$ cat config.mk
export PLATFORM = sky130hd
export DESIGN_NAME = ilr_ctrl
export DESIGN_NICKNAME = d
export VERILOG_FILES = /design/src/rtl/ilr_pkg.sv /design/src/rtl/ilr_thread_ctx.sv /design/src/rtl/ilr_retry_slot.sv /design/src/rtl/ilr_drop_ctr.sv /design/src/rtl/ilr_ctrl.sv
export SDC_FILE = /design/constraint.sdc
export NUM_CORES = 1
export LEC_CHECK = 0
export ABC_AREA = 0
export BUFFER_PORTS_ARGS = -buffer_cell sky130_fd_sc_hd__buf_4
export CAP_MARGIN = 20
export CORE_ASPECT_RATIO = 1.25
export CORE_MARGIN = 4
export CORE_UTILIZATION = 29
export DETAILED_ROUTE_END_ITERATION = 7
export GPL_ROUTABILITY_DRIVEN = 0
export SYNTH_ARGS = -nofsm -noshare
export SYNTH_HDL_FRONTEND = slang
export SYNTH_SLANG_ARGS = --single-unit
$ cat constraint.sdc
create_clock -name clk -period 3.7 [get_ports clk]
set_clock_uncertainty 0.05 [all_clocks]
set_input_delay 0.74 -clock clk [delete_from_list [all_inputs] [get_ports clk]]
set_output_delay 0.74 -clock clk [all_outputs]
set_load 0.02 [all_outputs]
$ cat src/rtl/ilr_pkg.sv
package ilr_pkg;
  typedef enum logic [2:0] {
    TS_RUN        = 3'd0,
    TS_WAIT_RSP   = 3'd1,
    TS_WAIT_RETRY = 3'd2,
    TS_STALLED    = 3'd3,
    TS_LINE_READY = 3'd4,
    TS_SQUASHED   = 3'd5
  } thr_state_e;
endpackage

$ cat src/rtl/ilr_thread_ctx.sv
module ilr_thread_ctx
  import ilr_pkg::*;
#(
  parameter int TAG_W = 26
) (
  input  logic             clk,
  input  logic             rst_n,
  input  logic             ev_squash,
  input  logic             ev_issue,
  input  logic             issue_acc,
  input  logic [TAG_W-1:0] issue_tag,
  input  logic             ev_resend_acc,
  input  logic             ev_rsp_ok,
  input  logic             rsp_stall,
  input  logic             ev_hit,
  output logic [TAG_W-1:0] tag_q,
  output logic             vld_q,
  output logic             out_q,
  output thr_state_e       state_q
);

  // priority: squash, new issue, resend accepted, response, hit
  always_ff @(posedge clk) begin
    if (!rst_n) begin
      tag_q   <= '0;
      vld_q   <= 1'b0;
      out_q   <= 1'b0;
      state_q <= TS_RUN;
    end else if (ev_squash) begin
      out_q   <= 1'b0;
      state_q <= TS_SQUASHED;
    end else if (ev_issue) begin
      tag_q   <= issue_tag;
      vld_q   <= 1'b0;
      out_q   <= issue_acc;
      state_q <= issue_acc ? TS_WAIT_RSP : TS_WAIT_RETRY;
    end else if (ev_resend_acc) begin
      out_q   <= 1'b1;
      state_q <= TS_WAIT_RSP;
    end else if (ev_rsp_ok) begin
      vld_q   <= 1'b1;
      out_q   <= 1'b0;
      state_q <= rsp_stall ? TS_STALLED : TS_LINE_READY;
    end else if (ev_hit) begin
      state_q <= TS_RUN;
    end
  end

  assert_issue_invalidates_R2: assert property (@(posedge clk) disable iff (!rst_n)
    (ev_issue && !ev_squash) |=> (!vld_q && tag_q == $past(issue_tag)));

  assert_rsp_validates_R10: assert property (@(posedge clk) disable iff (!rst_n)
    (ev_rsp_ok && !ev_squash && !ev_issue && !ev_resend_acc) |=> (vld_q && !out_q));

  assert_squash_forgets_R8: assert property (@(posedge clk) disable iff (!rst_n)
    ev_squash |=> (!out_q && state_q == TS_SQUASHED));

endmodule

$ cat src/rtl/ilr_retry_slot.sv
module ilr_retry_slot #(
  parameter int ADDR_W = 32,
  parameter int TID_W  = 2
) (
  input  logic              clk,
  input  logic              rst_n,
  input  logic              park,
  input  logic [TID_W-1:0]  park_tid,
  input  logic [ADDR_W-1:0] park_addr,
  input  logic              resend_acc,
  input  logic              owner_squash,
  input  logic              retry_clear,
  output logic              full_q,
  output logic [TID_W-1:0]  tid_q,
  output logic [ADDR_W-1:0] addr_q,
  output logic              blocked_q
);

  always_ff @(posedge clk) begin
    if (!rst_n) begin
      full_q    <= 1'b0;
      tid_q     <= '0;
      addr_q    <= '0;
      blocked_q <= 1'b0;
    end else if (park) begin
      full_q    <= 1'b1;
      tid_q     <= park_tid;
      addr_q    <= park_addr;
      blocked_q <= 1'b1;
    end else if (owner_squash || resend_acc) begin
      full_q    <= 1'b0;
      blocked_q <= 1'b0;
    end else if (retry_clear) begin
      blocked_q <= 1'b0;
    end
  end

  assert_park_blocks_R3: assert property (@(posedge clk) disable iff (!rst_n)
    park |=> (full_q && blocked_q && addr_q == $past(park_addr)));

  assert_owner_squash_frees_R7: assert property (@(posedge clk) disable iff (!rst_n)
    (owner_squash && !park) |=> (!full_q && !blocked_q));

endmodule

$ cat src/rtl/ilr_drop_ctr.sv
module ilr_drop_ctr #(
  parameter int CNT_W = 8
) (
  input  logic             clk,
  input  logic             rst_n,
  input  logic             inc,
  output logic [CNT_W-1:0] cnt_q
);

  localparam logic [CNT_W-1:0] CNT_MAX = {CNT_W{1'b1}};

  always_ff @(posedge clk) begin
    if (!rst_n)                      cnt_q <= '0;
    else if (inc && cnt_q != CNT_MAX) cnt_q <= cnt_q + 1'b1;
  end

  assert_drop_counts_R9: assert property (@(posedge clk) disable iff (!rst_n)
    (inc && cnt_q != CNT_MAX) |=> (cnt_q == $past(cnt_q) + 1'b1));

  assert_drop_saturates_R9: assert property (@(posedge clk) disable iff (!rst_n)
    (cnt_q == CNT_MAX) |=> (cnt_q == CNT_MAX));

endmodule

$ cat src/rtl/ilr_ctrl.sv
module ilr_ctrl
  import ilr_pkg::*;
#(
  parameter int THREADS    = 4,
  parameter int ADDR_W     = 32,
  parameter int LINE_BYTES = 64,
  parameter int CNT_W      = 8,
  localparam int TID_W     = (THREADS > 1) ? $clog2(THREADS) : 1,
  localparam int OFF_W     = $clog2(LINE_BYTES),
  localparam int TAG_W     = ADDR_W - OFF_W
) (
  input  logic                 clk,
  input  logic                 rst_n,
  input  logic                 att_valid,
  input  logic [TID_W-1:0]     att_tid,
  input  logic [ADDR_W-1:0]    att_pc,
  output logic                 att_hit,
  output logic                 att_fail,
  output logic                 req_valid,
  input  logic                 req_ready,
  output logic [TID_W-1:0]     req_tid,
  output logic [ADDR_W-1:0]    req_addr,
  input  logic                 cache_retry,
  input  logic                 rsp_valid,
  input  logic [TID_W-1:0]     rsp_tid,
  input  logic [ADDR_W-1:0]    rsp_addr,
  input  logic                 squash_valid,
  input  logic [TID_W-1:0]     squash_tid,
  input  logic                 irq_pending,
  input  logic [THREADS-1:0]   stall_in,
  output logic [3*THREADS-1:0] thr_state,
  output logic [THREADS-1:0]   line_valid,
  output logic                 blocked,
  output logic [CNT_W-1:0]     drop_count
);

  logic [TAG_W-1:0] tag_a [THREADS];
  logic [THREADS-1:0] vld_a;
  logic [THREADS-1:0] out_a;
  thr_state_e state_a [THREADS];
  logic [THREADS-1:0] wait_retry_v;

  logic              slot_full;
  logic [TID_W-1:0]  slot_tid;
  logic [ADDR_W-1:0] slot_addr;

  logic [TAG_W-1:0]  pc_tag;
  logic [ADDR_W-1:0] pc_line;
  logic              att_masked;
  logic              irq_hold;
  logic              buf_match;
  logic              need_req;
  logic              resend;
  logic              park;
  logic              owner_squash;
  logic              rsp_ok;
  logic              rsp_drop;
  logic              unused_bits;

  assign pc_tag  = att_pc[ADDR_W-1:OFF_W];
  assign pc_line = {pc_tag, {OFF_W{1'b0}}};

  // attempt decision
  always_comb begin
    att_masked = squash_valid && (squash_tid == att_tid);
    irq_hold   = irq_pending && (att_pc[1:0] == 2'b00);
    buf_match  = vld_a[att_tid] && (tag_a[att_tid] == pc_tag);
    att_hit    = att_valid && !att_masked && !blocked && !irq_hold && buf_match;
    need_req   = att_valid && !att_masked && !blocked && !irq_hold && !buf_match;
    att_fail   = att_valid && !att_hit && !(need_req && req_ready);
  end

  // retry slot resend and squash of its owner
  always_comb begin
    owner_squash = squash_valid && slot_full && (squash_tid == slot_tid);
    resend       = cache_retry && slot_full && !owner_squash;
    park         = need_req && !req_ready;
  end

  // request stream: a new miss and a resend never coincide (slot full implies blocked)
  always_comb begin
    req_valid = need_req || resend;
    req_tid   = resend ? slot_tid  : att_tid;
    req_addr  = resend ? slot_addr : pc_line;
  end

  // response match
  always_comb begin
    rsp_ok = rsp_valid
          && (state_a[rsp_tid] == TS_WAIT_RSP)
          && out_a[rsp_tid]
          && (tag_a[rsp_tid] == rsp_addr[ADDR_W-1:OFF_W])
          && !(squash_valid && squash_tid == rsp_tid);
    rsp_drop = rsp_valid && !rsp_ok;
  end

  assign unused_bits = ^{att_pc[OFF_W-1:0], rsp_addr[OFF_W-1:0]};

  for (genvar t = 0; t < THREADS; t++) begin : g_thr
    logic ev_sq, ev_iss, ev_rs, ev_rsp, ev_ht;
    assign ev_sq  = squash_valid && (squash_tid == TID_W'(t));
    assign ev_iss = need_req && (att_tid == TID_W'(t));
    assign ev_rs  = resend && req_ready && (slot_tid == TID_W'(t));
    assign ev_rsp = rsp_ok && (rsp_tid == TID_W'(t));
    assign ev_ht  = att_hit && (att_tid == TID_W'(t));

    ilr_thread_ctx #(.TAG_W(TAG_W)) u_ctx (
      .clk          (clk),
      .rst_n        (rst_n),
      .ev_squash    (ev_sq),
      .ev_issue     (ev_iss),
      .issue_acc    (req_ready),
      .issue_tag    (pc_tag),
      .ev_resend_acc(ev_rs),
      .ev_rsp_ok    (ev_rsp),
      .rsp_stall    (stall_in[t]),
      .ev_hit       (ev_ht),
      .tag_q        (tag_a[t]),
      .vld_q        (vld_a[t]),
      .out_q        (out_a[t]),
      .state_q      (state_a[t])
    );

    assign thr_state[3*t +: 3] = state_a[t];
    assign line_valid[t]       = vld_a[t];
    assign wait_retry_v[t]     = (state_a[t] == TS_WAIT_RETRY);
  end

  ilr_retry_slot #(.ADDR_W(ADDR_W), .TID_W(TID_W)) u_slot (
    .clk         (clk),
    .rst_n       (rst_n),
    .park        (park),
    .park_tid    (att_tid),
    .park_addr   (pc_line),
    .resend_acc  (resend && req_ready),
    .owner_squash(owner_squash),
    .retry_clear (cache_retry && !slot_full),
    .full_q      (slot_full),
    .tid_q       (slot_tid),
    .addr_q      (slot_addr),
    .blocked_q   (blocked)
  );

  ilr_drop_ctr #(.CNT_W(CNT_W)) u_drop (
    .clk  (clk),
    .rst_n(rst_n),
    .inc  (rsp_drop),
    .cnt_q(drop_count)
  );

  assert_slot_implies_block_R3: assert property (@(posedge clk) disable iff (!rst_n)
    slot_full |-> blocked);

  assert_single_retry_owner_R3: assert property (@(posedge clk) disable iff (!rst_n)
    $countones(wait_retry_v) <= 1);

  assert_quiet_when_blocked_R4: assert property (@(posedge clk) disable iff (!rst_n)
    (req_valid && blocked) |-> cache_retry);

  assert_hit_no_request_R1: assert property (@(posedge clk) disable iff (!rst_n)
    att_hit |-> (!req_valid && !att_fail));

  assert_hit_to_run_R13: assert property (@(posedge clk) disable iff (!rst_n)
    (att_hit && !(squash_valid && squash_tid == att_tid)) |=> (thr_state[3*$past(att_tid) +: 3] == 3'd0));

endmodule

==> results of run 1 <==
-- sequential cells by signal, summed over array words and instances (netlist names) --
name and count:
g_thr.u_ctx.tag_q 104, u_slot.addr_q 26, g_thr.u_ctx.state_q 12, u_drop.cnt_q 8
g_thr.u_ctx.out_q 4, g_thr.u_ctx.vld_q 4, u_slot.tid_q 2, u_slot.blocked_q 1
u_slot.full_q 1
-- through the flow --
| step | util [%] | hold slack, ps | instance area [sq um] | worst slack (ps) |
|---|---|---|---|---|
| finish | 37.88 | 420.7 | 12350 | -25.36 |
| global route | 37.88 | 441.3 | 12350 | -69.55 |
| CTS | 37.55 | 420.9 | 12240 | -3.679 |
| detailed placement | 35.31 | 410.3 | 11510 | -384.6 |
| global placement | 35.31 | 402.4 | 11510 | -372.5 |
| floorplan | - | 393.3 | 9588 | -16.09 |
-- cells in the mapped netlist (4+ instances only) --
cell type / n / share of area, %
nor4_1: 7 / 0.46
nor3_1: 17 / 0.89
o31ai_1: 6 / 0.47
o211a_1: 5 / 0.52
xnor2_1: 44 / 4.0
mux2_2: 31 / 3.7
mux2_1: 5 / 0.59
clkbuf_1: 43 / 1.7
nand2_1: 79 / 3.1
mux4_2: 27 / 6.4
o2bb2ai_1: 4 / 0.37
xor2_1: 6 / 0.55
a31oi_1: 8 / 0.52
nor2_1: 135 / 5.3
nor2b_1: 6 / 0.39
a21oi_1: 50 / 2.6
o21ai_1: 5 / 0.26
dfxtp_1: 162 / 34
inv_1: 15 / 0.59
mux2i_1: 161 / 17
nand2b_1: 9 / 0.59
or4_1: 5 / 0.39
a211oi_1: 8 / 0.63
and3_1: 8 / 0.52
o21ai_0: 14 / 0.73
nand4b_1: 6 / 0.55
buf_4: 11 / 0.87
o22ai_1: 10 / 0.66
and2_1: 4 / 0.26
buf_6: 6 / 0.71
or3_1: 4 / 0.26
nand4_1: 18 / 1.2
nand3_1: 12 / 0.63
buf_2: 23 / 1.2
and3b_1: 5 / 0.46
a21o_1: 5 / 0.39
-- worst max-delay path, delay by kind of cell --
family	cells	cell delay (ps)
AO/OA/AOI/OAI	2	270
buffers and inverters	5	750
AND/OR/NAND/NOR	2	520
XOR/XNOR	1	150
multiplexers	1	510
-- cell type report --
class | count | area share, %
multi-input cells | 772 | 48.60
flip-flops and latches | 162 | 26.27
repair buffers | 223 | 15.68
well taps | 418 | 4.236
clock buffers | 18 | 3.557
clock inverters | 14 | 1.186
inverters | 15 | 0.4763
-- layer usage --
layer | vias up | global-route usage, % | share of wire (%) | wire (um)
met2 | 285 | 27.76 | 47 | 14710
met1 | 4037 | 20.98 | 42 | 12900
li1 | 4041 | - | - | -
met5 | - | 0 | 0 | 0
met3 | 65 | 3.332 | 5.8 | 1789
met4 | 0 | 8.926 | 5.1 | 1574
-- power groups by stage --
| stage | sequential [mW] | clock (mW) | combinational, mW |
|---|---|---|---|
| 3_3_place_gp | 1.89 | 0 | 0.828 |
| 5_1_grt | 1.86 | 1.90 | 0.923 |
| 2_1_floorplan | 1.89 | 0 | 0.485 |
| 4_1_cts | 1.86 | 1.82 | 0.852 |
| 6_report | 1.86 | 1.77 | 0.863 |
| 3_5_place_dp | 1.89 | 0 | 0.835 |
-- repair_timing --
action	4_1_cts	5_1_grt
cloned	0	1
setup endpoints to repair	3	3
pin swaps	5	5
resized for setup	26	12
setup buffers	2	2
-- cells by family (layout without fill, tap and decap cells) --
| group | count (synthesis) | after routing |
|---|---|---|
| buffers and inverters | 103 | 270 |
| AND/OR/NAND/NOR | 338 | 338 |
| XOR/XNOR | 50 | 50 |
| other | 1 | 6 |
| AO/OA/AOI/OAI | 153 | 153 |
| adder cells (fa/ha/maj) | 1 | 1 |
| flip-flops | 162 | 162 |
| multiplexers | 224 | 224 |
-- worst max path at each step --
| stage | to | from | slack, ps | depth (start not counted) |
|---|---|---|---|---|
| finish | att_fail | att_tid[1] | -30 | 11 |
| global route | att_fail | att_tid[1] | -70 | 11 |
| CTS | req_valid | att_tid[1] | -4 | 10 |
| detailed placement | att_fail | att_tid[1] | -380 | 10 |
| global placement | att_fail | att_tid[1] | -370 | 10 |
| floorplan | att_fail | att_tid[1] | -20 | 11 |
==> impl_metrics.py, run 1 <==
metrics = {
    "outcome": {
        "status": "finished with violations",
        "violations": "setup timing",
    },
    "timing": {
        "period_share_pct": 100.7,
        "setup_viol": 2,
        "maxSlewViolCount": 0,
        "fmax_mhz": 268.4,
        "finalHoldViolations": 0,
        "worst_pin_slew_ps": 743.4,
        "rsz0062_at_grt": "yes",
        "setup_tns_ps": -27.91,
        "setup_ws_ps": -25.36,
        "relSlewSlack_pct": 50.44,
        "min_period_ps": 3725,
    },
    "cells_and_area": {
        "regArea_sq_um": 3243,
        "nNetsFinal": 1274,
        "layout.cells.non_filler": 1622,
        "nFillCells": 3294,
        "area_delta_synth_final_pct": 29.47,
        "final_common_cell": "buf_4",
        "antenna_cells": 0,
        "multi_input_area_sq_um": 6000,
        "drive_above_1_share_pct": 29.32,
        "most-common-layout-cells": "buf_4, dfxtp_1, mux2i_1",
    },
    "setup_path": {
        "end_kind": "output port",
        "rr_worst_depth": 9,
        "crit_required_ps": 2910,
        "reg2reg_from": "g_thr[3].u_ctx.tag_q[18]$_SDFFE_PN0P_",
        "cp_max_fo": 8,
        "path_cells": "buf_16 > buf_12 > mux4_2 > xnor2_1 > buf_4 > nand4_1 > nor4_4 > buf_4 > a21oi_4 > o21a_4 > buf_6",
        "cp_data_arrival_time_ps": 2940,
        "path_class": "input port to output port",
        "cp_slowest_cell": "mux4_2",
        "slowest_delay_ps": 510,
        "crit_top_cell": "buf_4",
        "start_kind": "input port",
        "r2r-end": "g_thr[3].u_ctx.state_q[1]$_SDFFE_PP0P_",
        "rrSetupSlack_ps": 720,
    },
    "pwr": {
        "clockPowerShare_pct": 39.5,
        "p_comb_share_pct": 19.2,
        "switchingPower_mw": 1.313,
        "internal_power_mw": 3.177,
        "sw_frac_of_total_pct": 29.25,
        "total_power_mw": 4.490,
        "p_leak_nw": 5.345,
        "cellPowerDensity_nw_per_um2": 363.7,
        "ir_drop_mv": 0.2569,
        "p_seq_share_pct": 41.3,
    },
    "placed_design": {
        "portBuffers": 127,
        "dpl.hpwl_um": 23080,
        "numPlacedInstances": 1585,
    },
    "floorplan": {
        "row_count": 74,
        "core_sq_um": 32590,
        "initial_utilization_pct": 29.26,
        "pin_count": 144,
        "die-area_sq_um": 35860,
        "die_y_um": 210.7,
        "die_w_um": 170.2,
    },
    "clock_network": {
        "clk_latency_ps": 440,
        "h-tree-depth": 4,
        "cts.sinks": 162,
        "cts_tree": "yes",
        "holdBufCountCts": 0,
        "clkTransAtPathRegs_ps": 70,
        "cts_made_buffers": 17,
        "cts-root-buf": "clkbuf_16",
        "clockBufferDepth": 2,
    },
    "yosys": {
        "synth_top_family_by_area": "multiplexers",
        "ys_warn_count": 0,
        "netlist_area_sq_um": 9535,
        "synth_top_flop_cell": "dfxtp_1",
        "ys_ff_latch": 162,
        "async_flop_share_pct": 0,
        "synth_fa_ha_area_share_pct": 0.1312,
        "muxShareOfSynthArea_pct": 27.53,
        "synth-compound-area-share_pct": 10.67,
        "syn_avg_cell_area_sq_um": 9.240,
        "ys_seq_area_share_pct": 34.01,
        "ys_types": 77,
        "synthSimpleGateAreaFrac_pct": 17.25,
        "synth_edf_count": 0,
        "synthXorXnorAreaFrac_pct": 4.593,
        "synthCells": 1032,
    },
    "global_routing": {
        "overflow": 0,
        "grt_pass1_wl_um": 47040,
        "grt_max_degree": 68,
        "grt_pass1_vias": 8178,
        "grt_usage_pct": 16.93,
        "grt_antenna_before_repair": 0,
    },
    "route": {
        "ant_nets": 0,
        "drt_iter0_drc": 724,
        "drt-vias-per-instance": 5.196,
        "routedWlPerCell_um": 19.10,
        "wl_um": 30980,
        "drt_first_pass_iters": 5,
        "dr_total_vias": 8428,
        "route.detailed.drc": 0,
    },
    "min_path": {
        "hold_depth": 2,
        "hold_end": "g_thr[1].u_ctx.out_q$_SDFFE_PP0P_",
        "hp-class": "flip-flop to flip-flop",
        "hp-start": "g_thr[1].u_ctx.out_q$_SDFFE_PP0P_",
    },
    "flow_run": {
        "maxCapViolCount": 0,
    },
}
Note: power is estimated with default switching activity, not from simulation.
==> inputs of run 2 (changes only) <==
--- a/config.mk
+++ b/config.mk
@@ -10,9 +10,10 @@
 export CAP_MARGIN = 20
 export CORE_ASPECT_RATIO = 1.25
 export CORE_MARGIN = 4
-export CORE_UTILIZATION = 29
+export CORE_UTILIZATION = 50
 export DETAILED_ROUTE_END_ITERATION = 7
 export GPL_ROUTABILITY_DRIVEN = 0
+export PLACE_DENSITY = 0.74
 export SYNTH_ARGS = -nofsm -noshare
 export SYNTH_HDL_FRONTEND = slang
 export SYNTH_SLANG_ARGS = --single-unit
==> run 2 against run 1 <==
Effect of this change: the run still ends with setup timing left; final cell count decreased by 11%; sequential share of layout area is 0.54 points higher; setup slack got worse by 100 ps; routed wire length decreased by 6.3%; power up 1.0%; combinational power decreased by 1%; register-to-register slack worse by 140 ps; count of clock-buffer cells in the layout is 1 lower; non-clock buffer count up 3; critical path type unchanged.
==> impl_metrics.py, run 2 (synthesis gave the netlist of run 1 again) <==
metrics = {
    "outcome": {
        "status": "finished with violations",
        "violations": "setup timing",
    },
    "route": {
        "routedWlPerCell_um": 20.17,
        "route.detailed.drc": 0,
        "dr_wl_met3_um": 2062,
        "wl_um": 29030,
        "wl_met2_um": 14210,
        "wl_met1_um": 11370,
        "drt_iter0_drc": 693,
        "dr_total_vias": 8654,
        "drt-vias-per-instance": 6.014,
        "top_layer_used": "met4",
        "ant_nets": 0,
        "drt_first_pass_iters": 5,
    },
    "setup_path": {
        "path_cells": "buf_12 > buf_12 > buf_6 > mux4_2 > xnor2_2 > buf_4 > nand4_1 > nor4_2 > and3b_2 > a21oi_4 > o21a_4 > buf_6",
        "cp_max_fo": 6,
        "rr_worst_depth": 12,
        "end_kind": "output port",
        "crit_required_ps": 2910,
        "cp_data_arrival_time_ps": 3040,
        "slowest_delay_ps": 510,
        "start_kind": "input port",
        "cp_slowest_cell": "mux4_2",
        "path_class": "input port to output port",
    },
    "global_routing": {
        "grt_pass1_vias": 8454,
        "grt_usage_pct": 26.56,
        "grt_antenna_before_repair": 0,
        "grt_pass1_wl_um": 45280,
        "overflow": 0,
        "grt_max_degree": 90,
    },
    "clock_network": {
        "clkTransAtPathRegs_ps": 70,
        "h-tree-depth": 4,
        "clk_latency_ps": 440,
        "clockBufferDepth": 2,
        "cts-root-buf": "clkbuf_16",
        "cts.sinks": 162,
        "holdBufCountCts": 0,
        "cts_made_buffers": 17,
        "cts_tree": "yes",
    },
    "timing": {
        "finalHoldViolations": 0,
        "setup_tns_ps": -223.3,
        "worst_pin_slew_ps": 702.4,
        "fmax_mhz": 261.1,
        "period_share_pct": 103.5,
        "setup_viol": 2,
        "setup_ws_ps": -129.5,
        "maxSlewViolCount": 0,
        "min_period_ps": 3829,
        "relSlewSlack_pct": 52.81,
        "rsz0062_at_grt": "yes",
    },
    "placed_design": {
        "dpl.hpwl_um": 20830,
        "dpl_worst_slack_ps": -239.0,
        "portBuffers": 127,
        "numPlacedInstances": 1391,
    },
    "flow_run": {
        "maxCapViolCount": 0,
    },
    "floorplan": {
        "die-area_sq_um": 21360,
        "die_w_um": 131.5,
        "pin_count": 144,
        "initial_utilization_pct": 50.78,
        "die_y_um": 162.4,
        "row_count": 56,
        "core_sq_um": 18780,
    },
    "cells_and_area": {
        "nNetsFinal": 1277,
        "antenna_cells": 0,
        "utilization_pct": 64.43,
        "largest_reg_flops": 104,
        "most-common-layout-cells": "buf_4, dfxtp_1, mux2i_1",
        "drive_above_1_share_pct": 29.91,
        "area_delta_synth_final_pct": 26.87,
        "final_common_cell": "buf_4",
        "layout.cells.non_filler": 1439,
        "top_register": "g_thr.u_ctx.tag_q",
        "reg.largest.list": "g_thr.u_ctx.tag_q: 104 flops, u_slot.addr_q: 26 flops, g_thr.u_ctx.state_q: 12 flops",
    },
    "pwr": {
        "p_leak_nw": 5.357,
        "ir_drop_mv": 0.3244,
        "cellPowerDensity_nw_per_um2": 374.9,
        "total_power_mw": 4.536,
    },
    "min_path": {
        "hp-class": "flip-flop to flip-flop",
        "hold_depth": 2,
    },
}
[run 2: cell count changes in the layout (fill, tap and decap cells not counted), moves of 5 or more]
| cell | before | now |
|---|---|---|
| buf_12 | 17 | 11 |
| xnor2_2 | 5 | 11 |
| buf_6 | 3 | 8 |
| xnor2_1 | 38 | 33 |
[run 2: path summary, 6_finish.rpt]
path | from | endpoint | slack, ps
setup / recovery | att_tid[1] | att_fail | -130
hold / removal | g_thr[0].u_ctx.tag_q[17]$_SDFFE_PN0P_ | g_thr[0].u_ctx.tag_q[17]$_SDFFE_PN0P_ | 420
setup reg to reg | g_thr[3].u_ctx.tag_q[4]$_SDFFE_PN0P_ | g_thr[3].u_ctx.tag_q[17]$_SDFFE_PN0P_ | 580
hold reg to reg | g_thr[0].u_ctx.tag_q[17]$_SDFFE_PN0P_ | g_thr[0].u_ctx.tag_q[17]$_SDFFE_PN0P_ | 420
[run 2: what timing repair did]
action | CTS | global route
pin swaps | 13 | 20
resized for setup | 37 | 17
setup buffers | 13 | 5
endpoints found under the setup margin | 3 | 3
[run 2: where the power goes]
part / internal, mW / switching, mW / leakage (nW)
registers: 1.81 / 0.0496 / 1.32
logic: 0.396 / 0.455 / 3.75
clock network: 1.02 / 0.812 / 0.293
[run 2: critical path: cells and delay by family]
kind / cells / cell delay (ps)
muxes: 1 / 510
xor gates and xnor gates: 1 / 140
buffers and inverters: 5 / 590
AOI/OAI and AO/OA: 2 / 300
and+or+nand+nor: 3 / 730
[run 2: cell type report]
| type | instances | area [sq um] |
|---|---|---|
| Inverter | 15 | 58.81 |
| Tap cell | 232 | 290.3 |
| Fill cell | 1513 | 6680 |
| Clock buffer | 17 | 425.4 |
| Sequential cell | 162 | 3243 |
| Multi-Input combinational cell | 772 | 6023 |
| Clock inverter | 15 | 170.2 |
| Timing Repair Buffer | 226 | 1887 |
[run 2: layer usage]
metal | vias to the layer above | GRT usage (%)
met4 | 0 | 13.75
met1 | 4170 | 31.19
li1 | 4036 | -
met3 | 83 | 5.377
met5 | - | 0
met2 | 365 | 46.11
[run 2: through the flow]
stage / hold WS, ps / cell area (sq um)
after floorplan: 393.3 / 9588
after global placement: 402.6 / 11120
after detailed placement: 410.3 / 11120
after CTS: 419.2 / 11990
after global routing: 447.1 / 12100
final: 420.8 / 12100
==> inputs of run 3 (changes only) <==
--- a/config.mk
+++ b/config.mk
@@ -10,10 +10,9 @@
 export CAP_MARGIN = 20
 export CORE_ASPECT_RATIO = 1.25
 export CORE_MARGIN = 4
-export CORE_UTILIZATION = 50
+export CORE_UTILIZATION = 40
 export DETAILED_ROUTE_END_ITERATION = 7
 export GPL_ROUTABILITY_DRIVEN = 0
-export PLACE_DENSITY = 0.74
 export SYNTH_ARGS = -nofsm -noshare
 export SYNTH_HDL_FRONTEND = slang
 export SYNTH_SLANG_ARGS = --single-unit
==> run 3 against run 2 <==
Effect of this change: the run still ends with setup timing left; utilization fell by 12 points; register-to-register slack got worse by 150 ps; final cell count rose by 4.4%; critical path depth rose by 1; critical endpoint is now req_valid; largest power group unchanged; highest routed layer unchanged.
==> impl_metrics.py, run 3 (synthesis gave the netlist of run 1 again) <==
metrics = {
    "global_routing": {
        "grt_pass1_vias": 8024,
        "overflow": 0,
        "grt_usage_pct": 21.74,
        "grt_max_degree": 123,
        "grt_pass1_wl_um": 45240,
        "grt_antenna_before_repair": 0,
    },
    "setup_path": {
        "path_class": "input port to output port",
        "crit_required_ps": 2910,
        "cp_max_fo": 5,
        "end_kind": "output port",
        "start_kind": "input port",
        "cp_data_arrival_time_ps": 3000,
    },
    "cells_and_area": {
        "nFillCells": 2143,
        "nNetsFinal": 1285,
        "layout.cells.non_filler": 1503,
        "area_delta_synth_final_pct": 27.91,
        "top_register": "g_thr.u_ctx.tag_q",
        "most-common-layout-cells": "buf_4, dfxtp_1, mux2i_1",
        "antenna_cells": 0,
        "largest_reg_flops": 104,
        "finish.instance_area_sq_um": 12200,
        "reg.largest.list": "g_thr.u_ctx.tag_q: 104 flops, u_slot.addr_q: 26 flops, g_thr.u_ctx.state_q: 12 flops",
        "drive_above_1_share_pct": 29.88,
        "final_common_cell": "buf_4",
        "utilization_pct": 52.58,
    },
    "clock_network": {
        "holdBufCountCts": 0,
        "clkTransAtPathRegs_ps": 60,
        "h-tree-depth": 4,
        "cts_made_buffers": 17,
        "clockBufferDepth": 2,
        "cts.sinks": 162,
        "cts-root-buf": "clkbuf_16",
        "cts_tree": "yes",
        "clk_latency_ps": 440,
    },
    "timing": {
        "hold_slack_ps": 418.1,
        "worst_pin_slew_ps": 624.3,
        "rsz0062_at_grt": "yes",
        "period_share_pct": 102.4,
        "setup_ws_ps": -87.52,
        "setup_tns_ps": -170.9,
        "min_period_ps": 3788,
        "relSlewSlack_pct": 58.23,
        "fmax_mhz": 264.0,
        "finalHoldViolations": 0,
        "maxSlewViolCount": 0,
        "setup_viol": 2,
    },
    "route": {
        "drt_iter0_drc": 549,
        "wl_um": 29410,
        "ant_nets": 0,
        "drt-vias-per-instance": 5.615,
        "dr_total_vias": 8439,
        "drt_first_pass_iters": 5,
        "routedWlPerCell_um": 19.56,
        "route.detailed.drc": 0,
    },
    "min_path": {
        "hp-class": "flip-flop to flip-flop",
    },
    "outcome": {
        "violations": "setup timing",
        "status": "finished with violations",
    },
    "pwr": {
        "cellPowerDensity_nw_per_um2": 369.2,
        "p_leak_nw": 5.395,
        "ir_drop_mv": 0.3304,
        "total_power_mw": 4.503,
    },
    "placed_design": {
        "dpl_worst_slack_ps": -232.2,
        "place_area_sq_um": 11320,
        "dpl.hpwl_um": 21250,
        "portBuffers": 127,
        "numPlacedInstances": 1456,
    },
    "floorplan": {
        "die-area_sq_um": 26390,
        "row_count": 62,
        "initial_utilization_pct": 41.11,
        "pin_count": 144,
        "die_y_um": 180.6,
        "core_sq_um": 23190,
        "die_w_um": 146.1,
    },
    "flow_run": {
        "maxCapViolCount": 0,
    },
}
## run 3: changes by cell type in the layout (fill, tap and decap cells not counted), sizes merged
cell,previous run,this run
buf,226,234
inv,23,19
clkinv,4,6
clkbuf,17,18
clkinvlp,1,2
## run 3: worst paths after layout
| path | slack (ps) | cells after the start | endpoint | from |
|---|---|---|---|---|
| max | -90 | 13 | req_valid | att_tid[1] |
| min | 420 | 2 | g_thr[3].u_ctx.out_q$_SDFFE_PP0P_ | g_thr[3].u_ctx.out_q$_SDFFE_PP0P_ |
| max reg2reg | 430 | 13 | g_thr[3].u_ctx.state_q[1]$_SDFFE_PP0P_ | g_thr[3].u_ctx.tag_q[25]$_SDFFE_PN0P_ |
| min reg2reg | 420 | 2 | g_thr[3].u_ctx.out_q$_SDFFE_PP0P_ | g_thr[3].u_ctx.out_q$_SDFFE_PP0P_ |
## run 3: cell type report
| type | instances | area, sq um | area share, % |
|---|---|---|---|
| clock inverters | 14 | 151.4 | 1.241 |
| inverters | 15 | 58.81 | 0.4822 |
| clock buffers | 18 | 439.2 | 3.601 |
| repair buffers | 234 | 1979 | 16.23 |
| well taps | 288 | 360.3 | 2.954 |
| flip-flops and latches | 162 | 3243 | 26.59 |
| multi-input cells | 772 | 5964 | 48.90 |
## run 3: critical path, cell delays in order
cell	delay, ps
buf_12	100
buf_8	120
buf_6	100
mux4_2	520
xnor2_2	150
buf_4	150
nand4_1	110
nor4_2	300
buf_4	150
nand3b_1	120
nor2_1	160
o21ai_2	90
buf_4	180
## run 3: repair_timing
item | 4_1_cts | 5_1_grt
gates resized for setup | 24 | 13
buffers inserted | 15 | 6
pin swaps | 8 | 11
setup endpoints to repair | 3 | 20
## run 3: routing by layer
metal / up-vias / share of wire [%] / routed length, um / GRT usage, %
met5: - / 0 / 0 / 0
met4: 0 / 3.0 / 888 / 8.095
met3: 53 / 5.5 / 1612 / 4.403
met2: 263 / 50 / 14730 / 37.77
met1: 4071 / 41 / 12170 / 26.57
li1: 4052 / - / - / -
## run 3: power by group
part	switching, mW	leakage [nW]	internal (mW)	total (mW)
Combinational	0.450	3.79	0.400	0.850
Clock	0.777	0.287	1.02	1.80
Sequential	0.0473	1.32	1.81	1.86
Total	1.27	5.39	3.23	4.50
